==> config.mk <==
export PLATFORM = sky130hd
export DESIGN_NAME = crank_event_sched
export DESIGN_NICKNAME = d
export VERILOG_FILES = /design/src/rtl/crank_sched_pkg.sv /design/src/rtl/crank_cfg_regs.sv /design/src/rtl/crank_tick_ctr.sv /design/src/rtl/crank_event_chan.sv /design/src/rtl/crank_event_sched.sv
export SDC_FILE = /design/constraint.sdc
export NUM_CORES = 2
export LEC_CHECK = 0
export BUFFER_PORTS_ARGS = -buffer_cell sky130_fd_sc_hd__buf_2
export CAP_MARGIN = 20
export CORE_MARGIN = 10
export CORE_UTILIZATION = 65
export DETAILED_ROUTE_END_ITERATION = 7
export HOLD_SLACK_MARGIN = 0.15
export PLACE_DENSITY = 0.86
export SLEW_MARGIN = 20
export SYNTH_ARGS = -nofsm -noshare
export SYNTH_HDL_FRONTEND = slang
export SYNTH_SLANG_ARGS = --single-unit
export TNS_END_PERCENT = 10
==> constraint.sdc <==
create_clock -name clk_i -period 14.45 [get_ports clk_i]
set_input_delay 2.89 -clock clk_i [delete_from_list [all_inputs] [get_ports clk_i]]
set_output_delay 2.89 -clock clk_i [all_outputs]
set_load 0.1 [all_outputs]
==> src/rtl/crank_sched_pkg.sv <==
package crank_sched_pkg;
  localparam int unsigned EV_N = 4;
  localparam int unsigned E_INJ_ON  = 0;
  localparam int unsigned E_INJ_OFF = 1;
  localparam int unsigned E_DWELL   = 2;
  localparam int unsigned E_SPARK   = 3;

  localparam int unsigned A_MOD    = 0;
  localparam int unsigned A_BASE   = 1;
  localparam int unsigned A_INJW   = 2;
  localparam int unsigned A_DWELL  = 3;
  localparam int unsigned A_COMMIT = 4;
  localparam int unsigned A_CYL0   = 8;
  localparam int unsigned CYL_STRIDE = 4;
  localparam int unsigned R_OFS  = 0;
  localparam int unsigned R_FUEL = 1;
  localparam int unsigned R_SPK  = 2;
endpackage

==> src/rtl/crank_cfg_regs.sv <==
module crank_cfg_regs
  import crank_sched_pkg::*;
#(
  parameter int unsigned N_CYL = 4,
  parameter int unsigned TW = 16,
  parameter int unsigned AW = 5,
  parameter logic [TW-1:0] DEF_MOD = 720
) (
  input  logic clk_i,
  input  logic rst_ni,
  input  logic wr_en_i,
  input  logic [AW-1:0] wr_addr_i,
  input  logic [TW-1:0] wr_data_i,
  output logic armed_o,
  output logic [TW-1:0] mod_o,
  output logic [N_CYL-1:0][EV_N-1:0][TW-1:0] pts_o
);
  logic [TW-1:0] mod_sh, base_sh, injw_sh, dwell_sh;
  logic [N_CYL-1:0][TW-1:0] ofs_sh, fuel_sh, spk_sh;
  logic [N_CYL-1:0][EV_N-1:0][TW-1:0] pts_nxt;
  logic commit;

  function automatic logic [TW-1:0] madd(logic [TW-1:0] a, logic [TW-1:0] b, logic [TW-1:0] m);
    logic [TW:0] s;
    s = {1'b0, a} + {1'b0, b};
    if (s >= {1'b0, m}) s = s - {1'b0, m};
    return s[TW-1:0];
  endfunction

  function automatic logic [TW-1:0] msub(logic [TW-1:0] a, logic [TW-1:0] b, logic [TW-1:0] m);
    if (a >= b) return a - b;
    return a + m - b;
  endfunction

  assign commit = wr_en_i && (wr_addr_i == AW'(A_COMMIT));

  always_ff @(posedge clk_i or negedge rst_ni) begin
    if (!rst_ni) begin
      mod_sh   <= DEF_MOD;
      base_sh  <= '0;
      injw_sh  <= '0;
      dwell_sh <= '0;
      ofs_sh   <= '0;
      fuel_sh  <= '0;
      spk_sh   <= '0;
    end else if (wr_en_i) begin
      if (wr_addr_i == AW'(A_MOD))   mod_sh   <= wr_data_i;
      if (wr_addr_i == AW'(A_BASE))  base_sh  <= wr_data_i;
      if (wr_addr_i == AW'(A_INJW))  injw_sh  <= wr_data_i;
      if (wr_addr_i == AW'(A_DWELL)) dwell_sh <= wr_data_i;
      for (int c = 0; c < N_CYL; c++) begin
        if (wr_addr_i == AW'(A_CYL0 + CYL_STRIDE*c + R_OFS))  ofs_sh[c]  <= wr_data_i;
        if (wr_addr_i == AW'(A_CYL0 + CYL_STRIDE*c + R_FUEL)) fuel_sh[c] <= wr_data_i;
        if (wr_addr_i == AW'(A_CYL0 + CYL_STRIDE*c + R_SPK))  spk_sh[c]  <= wr_data_i;
      end
    end
  end

  for (genvar c = 0; c < N_CYL; c++) begin : g_pts
    logic [TW-1:0] start, spark;
    assign start = madd(base_sh, ofs_sh[c], mod_sh);
    assign spark = madd(start, spk_sh[c], mod_sh);
    assign pts_nxt[c][E_INJ_ON]  = start;
    assign pts_nxt[c][E_INJ_OFF] = madd(madd(start, injw_sh, mod_sh), fuel_sh[c], mod_sh);
    assign pts_nxt[c][E_SPARK]   = spark;
    assign pts_nxt[c][E_DWELL]   = msub(spark, dwell_sh, mod_sh);
  end

  // live set changes only on commit
  always_ff @(posedge clk_i or negedge rst_ni) begin
    if (!rst_ni) begin
      armed_o <= 1'b0;
      mod_o   <= DEF_MOD;
      pts_o   <= '0;
    end else if (commit) begin
      armed_o <= 1'b1;
      mod_o   <= mod_sh;
      pts_o   <= pts_nxt;
    end
  end
endmodule

==> src/rtl/crank_tick_ctr.sv <==
module crank_tick_ctr #(
  parameter int unsigned TW = 16
) (
  input  logic clk_i,
  input  logic rst_ni,
  input  logic armed_i,
  input  logic tick_i,
  input  logic [TW-1:0] mod_i,
  output logic [TW-1:0] cnt_o,
  output logic wrap_o
);
  logic step;
  assign step   = armed_i && tick_i;
  assign wrap_o = step && (({1'b0, cnt_o} + 1'b1) >= {1'b0, mod_i});

  always_ff @(posedge clk_i or negedge rst_ni) begin
    if (!rst_ni)     cnt_o <= '0;
    else if (wrap_o) cnt_o <= '0;
    else if (step)   cnt_o <= cnt_o + TW'(1);
  end
endmodule

==> src/rtl/crank_event_chan.sv <==
module crank_event_chan
  import crank_sched_pkg::*;
#(
  parameter int unsigned TW = 16
) (
  input  logic clk_i,
  input  logic rst_ni,
  input  logic armed_i,
  input  logic wrap_i,
  input  logic [TW-1:0] cnt_i,
  input  logic [EV_N-1:0][TW-1:0] pts_i,
  output logic inj_o,
  output logic coil_o,
  output logic late_o,
  output logic [1:0] err_hit_o
);
  logic [EV_N-1:0] done_q, fire, behind;

  for (genvar e = 0; e < EV_N; e++) begin : g_ev
    assign fire[e]   = armed_i && !done_q[e] && (pts_i[e] <= cnt_i);
    assign behind[e] = fire[e] && (pts_i[e] < cnt_i);
  end

  assign err_hit_o[0] = fire[E_INJ_ON] && (pts_i[E_INJ_ON] == pts_i[E_INJ_OFF]);
  assign err_hit_o[1] = fire[E_DWELL]  && (pts_i[E_DWELL]  == pts_i[E_SPARK]);

  always_ff @(posedge clk_i or negedge rst_ni) begin
    if (!rst_ni) begin
      done_q <= '0;
      inj_o  <= 1'b0;
      coil_o <= 1'b0;
      late_o <= 1'b0;
    end else begin
      done_q <= wrap_i ? '0 : (done_q | fire);
      late_o <= |behind;
      // off wins over on in the same edge
      if (fire[E_INJ_OFF])     inj_o <= 1'b0;
      else if (fire[E_INJ_ON]) inj_o <= 1'b1;
      if (fire[E_SPARK])       coil_o <= 1'b0;
      else if (fire[E_DWELL])  coil_o <= 1'b1;
    end
  end
endmodule

==> src/rtl/crank_event_sched.sv <==
module crank_event_sched
  import crank_sched_pkg::*;
#(
  parameter int unsigned N_CYL = 4,
  parameter int unsigned TW = 16,
  parameter int unsigned ERR_W = 8,
  parameter logic [TW-1:0] DEF_MOD = 720,
  parameter int unsigned AW = $clog2(A_CYL0 + CYL_STRIDE*N_CYL)
) (
  input  logic clk_i,
  input  logic rst_ni,
  input  logic tick_i,
  input  logic wr_en_i,
  input  logic [AW-1:0] wr_addr_i,
  input  logic [TW-1:0] wr_data_i,
  output logic [TW-1:0] tick_cnt_o,
  output logic [N_CYL-1:0] inj_o,
  output logic [N_CYL-1:0] coil_o,
  output logic [N_CYL-1:0] late_o,
  output logic [ERR_W-1:0] err_cnt_o
);
  localparam int unsigned SW = ERR_W + 5;

  logic armed, wrap;
  logic [TW-1:0] mod_q;
  logic [N_CYL-1:0][EV_N-1:0][TW-1:0] pts;
  logic [N_CYL-1:0][1:0] err_hit;
  logic [SW-1:0] err_sum;

  crank_cfg_regs #(.N_CYL(N_CYL), .TW(TW), .AW(AW), .DEF_MOD(DEF_MOD)) u_cfg (
    .clk_i(clk_i), .rst_ni(rst_ni), .wr_en_i(wr_en_i), .wr_addr_i(wr_addr_i),
    .wr_data_i(wr_data_i), .armed_o(armed), .mod_o(mod_q), .pts_o(pts)
  );

  crank_tick_ctr #(.TW(TW)) u_ctr (
    .clk_i(clk_i), .rst_ni(rst_ni), .armed_i(armed), .tick_i(tick_i),
    .mod_i(mod_q), .cnt_o(tick_cnt_o), .wrap_o(wrap)
  );

  for (genvar c = 0; c < N_CYL; c++) begin : g_chan
    crank_event_chan #(.TW(TW)) u_chan (
      .clk_i(clk_i), .rst_ni(rst_ni), .armed_i(armed), .wrap_i(wrap),
      .cnt_i(tick_cnt_o), .pts_i(pts[c]), .inj_o(inj_o[c]), .coil_o(coil_o[c]),
      .late_o(late_o[c]), .err_hit_o(err_hit[c])
    );
  end

  always_comb begin
    err_sum = {5'b0, err_cnt_o};
    for (int c = 0; c < N_CYL; c++) begin
      err_sum = err_sum + SW'(err_hit[c][0]) + SW'(err_hit[c][1]);
    end
  end

  always_ff @(posedge clk_i or negedge rst_ni) begin
    if (!rst_ni)                                err_cnt_o <= '0;
    else if (err_sum > {5'b0, {ERR_W{1'b1}}})   err_cnt_o <= '1;
    else                                        err_cnt_o <= err_sum[ERR_W-1:0];
  end
endmodule

==> flow_metrics.tcl <==
set metrics [dict create \
    synth-simple-area-share_pct 13.7 \
    cts_tree "built" \
    clock_skew_ns 0.0236 \
    period_minus_slack_ns 13.61 \
    drive_above_1_share_pct 12.4 \
    outcome "finished clean" \
    synthFlopType "dfrtp_1" \
    die_area_um2 108000 \
    syn_nets 7832 \
    cap_viol_max_count 0 \
    clockBufferDepth 3 \
    gp_congestion 1.05 \
    rsz0062_at_grt "false" \
    grt_max_degree 153 \
    synth.avg_cell_area_um2 9.08 \
    synthMuxAreaShare_pct 10.5 \
    criticalPathCategory "register to register" \
    io-pin-count 61 \
    ant_nets 0 \
    antenna_found_initial 15 \
    postRouteWirelength_mm 217 \
    ys_seq_area_share_pct 23.6 \
    io_buffer_count 60 \
    netlist_area_um2 61600 \
    dr.pass1.iters 8 \
    ys_ff_latch 581 \
    hold_viol 0 \
    grt_usage_pct 39.5 \
    cts_root_buf "clkbuf_16" \
    setup_viol 0 \
    finalCritPeriodShare_pct 94.2 \
    max_stage_delay_ns 0.55 \
    final_cell_mix "920 x ha_1, 572 x dfrtp_1, 505 x a21oi_1, 502 x mux2_2, 481 x nand2_1" \
    viasPerCell 6.83 \
    slowest_stage "mux2i_2" \
    area_delta_synth_final_pct 7.30 \
    grt_pass1_wl_mm 327 \
    min_from "g_chan[2].u_chan.done_q[1]$_DFF_PN0_" \
    coreArea_um2 93700 \
    die_h_um 328 \
    clock_sinks 581 \
    synth_edf_count 0 \
    slew_viol_final 0 \
    row_count 112 \
    post-dp-hpwl_mm 163 \
    hp-class "register to register" \
    setup_tns_ns 0 \
    worstPathArrival_ns 14.09 \
    wl_per_cell_um 26.6 \
    syn_inst 6786 \
    vias 55903 \
    synthArstFlopShare_pct 100 \
    crit_start "u_cfg.base_sh[0]$_DFFE_PN0P_" \
    path_clk_slew_ns 0.06 \
    first_global_vias 53994 \
    die_w_um 328 \
    synth_top_family_by_area "adder cells" \
    h-tree-depth 3 \
    cts_made_buffers 72 \
    start_util_pct 65.7 \
    final_common_cell "ha_1" \
    clk_latency_ns 0.67 \
    synth_compound_area_share_pct 18.6 \
    worstMarginPinSlew_ns 1.18 \
    end_kind "register" \
    drtIter0Drc 6195 \
    crit_required_ns 14.94 \
    path_max_fanout 24 \
    grt_remaining_overflow 0 \
    drcViolationCount 0 \
    slew_headroom_pct 20.5 \
    worstSetupStartpointType "register" \
    r2r-start "u_cfg.base_sh[0]$_DFFE_PN0P_" \
    synth_cell_type_count 96 \
    synth_xor_area_share_pct 8.90 \
    yosys.area_share.adder_pct 22.0 \
    fmax_mhz 73.5 \
    cpMostUsedCell "ha_1" \
    synth_warnings 0 \
    nets 7914 \
]
-- layer usage --
layer / share of wire (%) / GRT usage (%) / vias up
met3: 12 / 10.1 / 894
met2: 41 / 58.2 / 3049
met5: 0.040 / 0 / -
li1: - / - / 25053
met4: 8.0 / 27.3 / 10
met1: 39 / 50.5 / 26897
-- critical path, delay by kind of cell (launching register included) --
| family | cells | cell delay, ns |
|---|---|---|
| AOI/OAI and AO/OA | 24 | 5.19 |
| buffers and inverters | 4 | 0.77 |
| xor gates and xnor gates | 3 | 0.66 |
| muxes | 2 | 0.79 |
| and+or+nand+nor | 16 | 2.56 |
| adders and majority gates | 9 | 2.98 |
| DFF | 1 | 0.44 |
-- area by class of cell --
class / instances / area (µm²)
Inverter: 296 / 1110
Fill cell: 7197 / 27600
Multi-Input combinational cell: 5764 / 45400
Timing Repair Buffer: 153 / 1020
Antenna cell: 6 / 15.0
Clock buffer: 90 / 1980
Sequential cell: 581 / 14600
Tap cell: 1254 / 1570
Clock inverter: 43 / 477
-- kinds of logic (layout without fill, tap and decap cells) --
logic type / count (synthesis) / after routing
flops: 581 / 581
simple gates: 1737 / 1737
fa+ha+maj: 1021 / 1021
compound gates: 1801 / 1801
xor+xnor: 626 / 626
other cells: 0 / 6
mux: 579 / 579
buf+inv: 441 / 582
-- cells in the mapped netlist (all sizes together), types with 22 or more instances --
cell / instances / area [µm²]
a211oi: 69 / 548
a21boi: 28 / 210
a21o: 236 / 1770
a21oi: 506 / 2540
a31oi: 55 / 359
and2: 25 / 156
and3: 58 / 363
and4: 26 / 228
buf: 39 / 240
clkbuf: 106 / 398
dfrtp: 573 / 14300
fa: 101 / 2020
ha: 920 / 11500
inv: 296 / 1110
mux2: 506 / 5710
mux2i: 73 / 731
nand2: 483 / 1810
nand2b: 92 / 576
nand3: 135 / 676
nand4: 104 / 651
nor2: 431 / 1620
nor2b: 128 / 801
nor3: 116 / 581
nor4: 44 / 275
o211ai: 35 / 263
o21a: 123 / 923
o21ai: 465 / 2340
o21bai: 50 / 375
o31a: 22 / 193
o31ai: 23 / 173
or2: 22 / 138
or3: 41 / 262
xnor2: 440 / 3850
xor2: 186 / 1630
-- path summary, 6_finish.rpt --
check	end	cells past startpoint	slack, ns
max in group asynchronous	u_cfg.pts_o[31]$_DFFE_PN0P_	3	9.86
min in group asynchronous	u_cfg.pts_o[144]$_DFFE_PN0P_	1	2.26
max reg2reg	u_cfg.pts_o[153]$_DFFE_PN0P_	58	0.84
max	u_cfg.pts_o[153]$_DFFE_PN0P_	58	0.84
min reg2reg	g_chan[2].u_chan.inj_o$_DFFE_PN0P_	1	0.49
min	g_chan[2].u_chan.inj_o$_DFFE_PN0P_	1	0.49
-- per-stage QoR --
stage | hold WS, ns | std cells | area (µm²) | setup slack, ns | util (%)
finish | 0.488 | 8187 | 66100 | 0.841 | 70.5
global route | 0.519 | 8182 | 66100 | 0.0971 | 70.5
CTS | 0.495 | 8181 | 66100 | 0.922 | 70.5
detailed placement | 0.478 | 8048 | 63600 | 1.01 | 67.9
global placement | 0.468 | 8047 | 63600 | 1.12 | 67.9
floorplan | 0.454 | 6786 | 61600 | 2.51 | -
-- state kept, by name, indices dropped and copies added (netlist names) --
register and cells:
g_chan.u_chan.done_q 16, g_chan.u_chan.inj_o 4, u_cfg.base_sh 16, g_chan.u_chan.late_o 4, g_chan.u_chan.coil_o 4, u_ctr.cnt_o 16
err_cnt_o 8, u_cfg.armed_o 1, u_cfg.fuel_sh 64, u_cfg.ofs_sh 64, u_cfg.mod_sh 16, u_cfg.pts_o 256
u_cfg.injw_sh 16, u_cfg.spk_sh 64, u_cfg.dwell_sh 16, u_cfg.mod_o 16
-- timing repair --
item / CTS / global route
buffers inserted: 0 / 0
resized for setup: 0 / 3
hold buffers: 0 / 0
endpoints found under the setup margin: 0 / 36
Power is not shown: default switching activity piles up to over one toggle a cycle in this logic, so the estimate is an artifact.
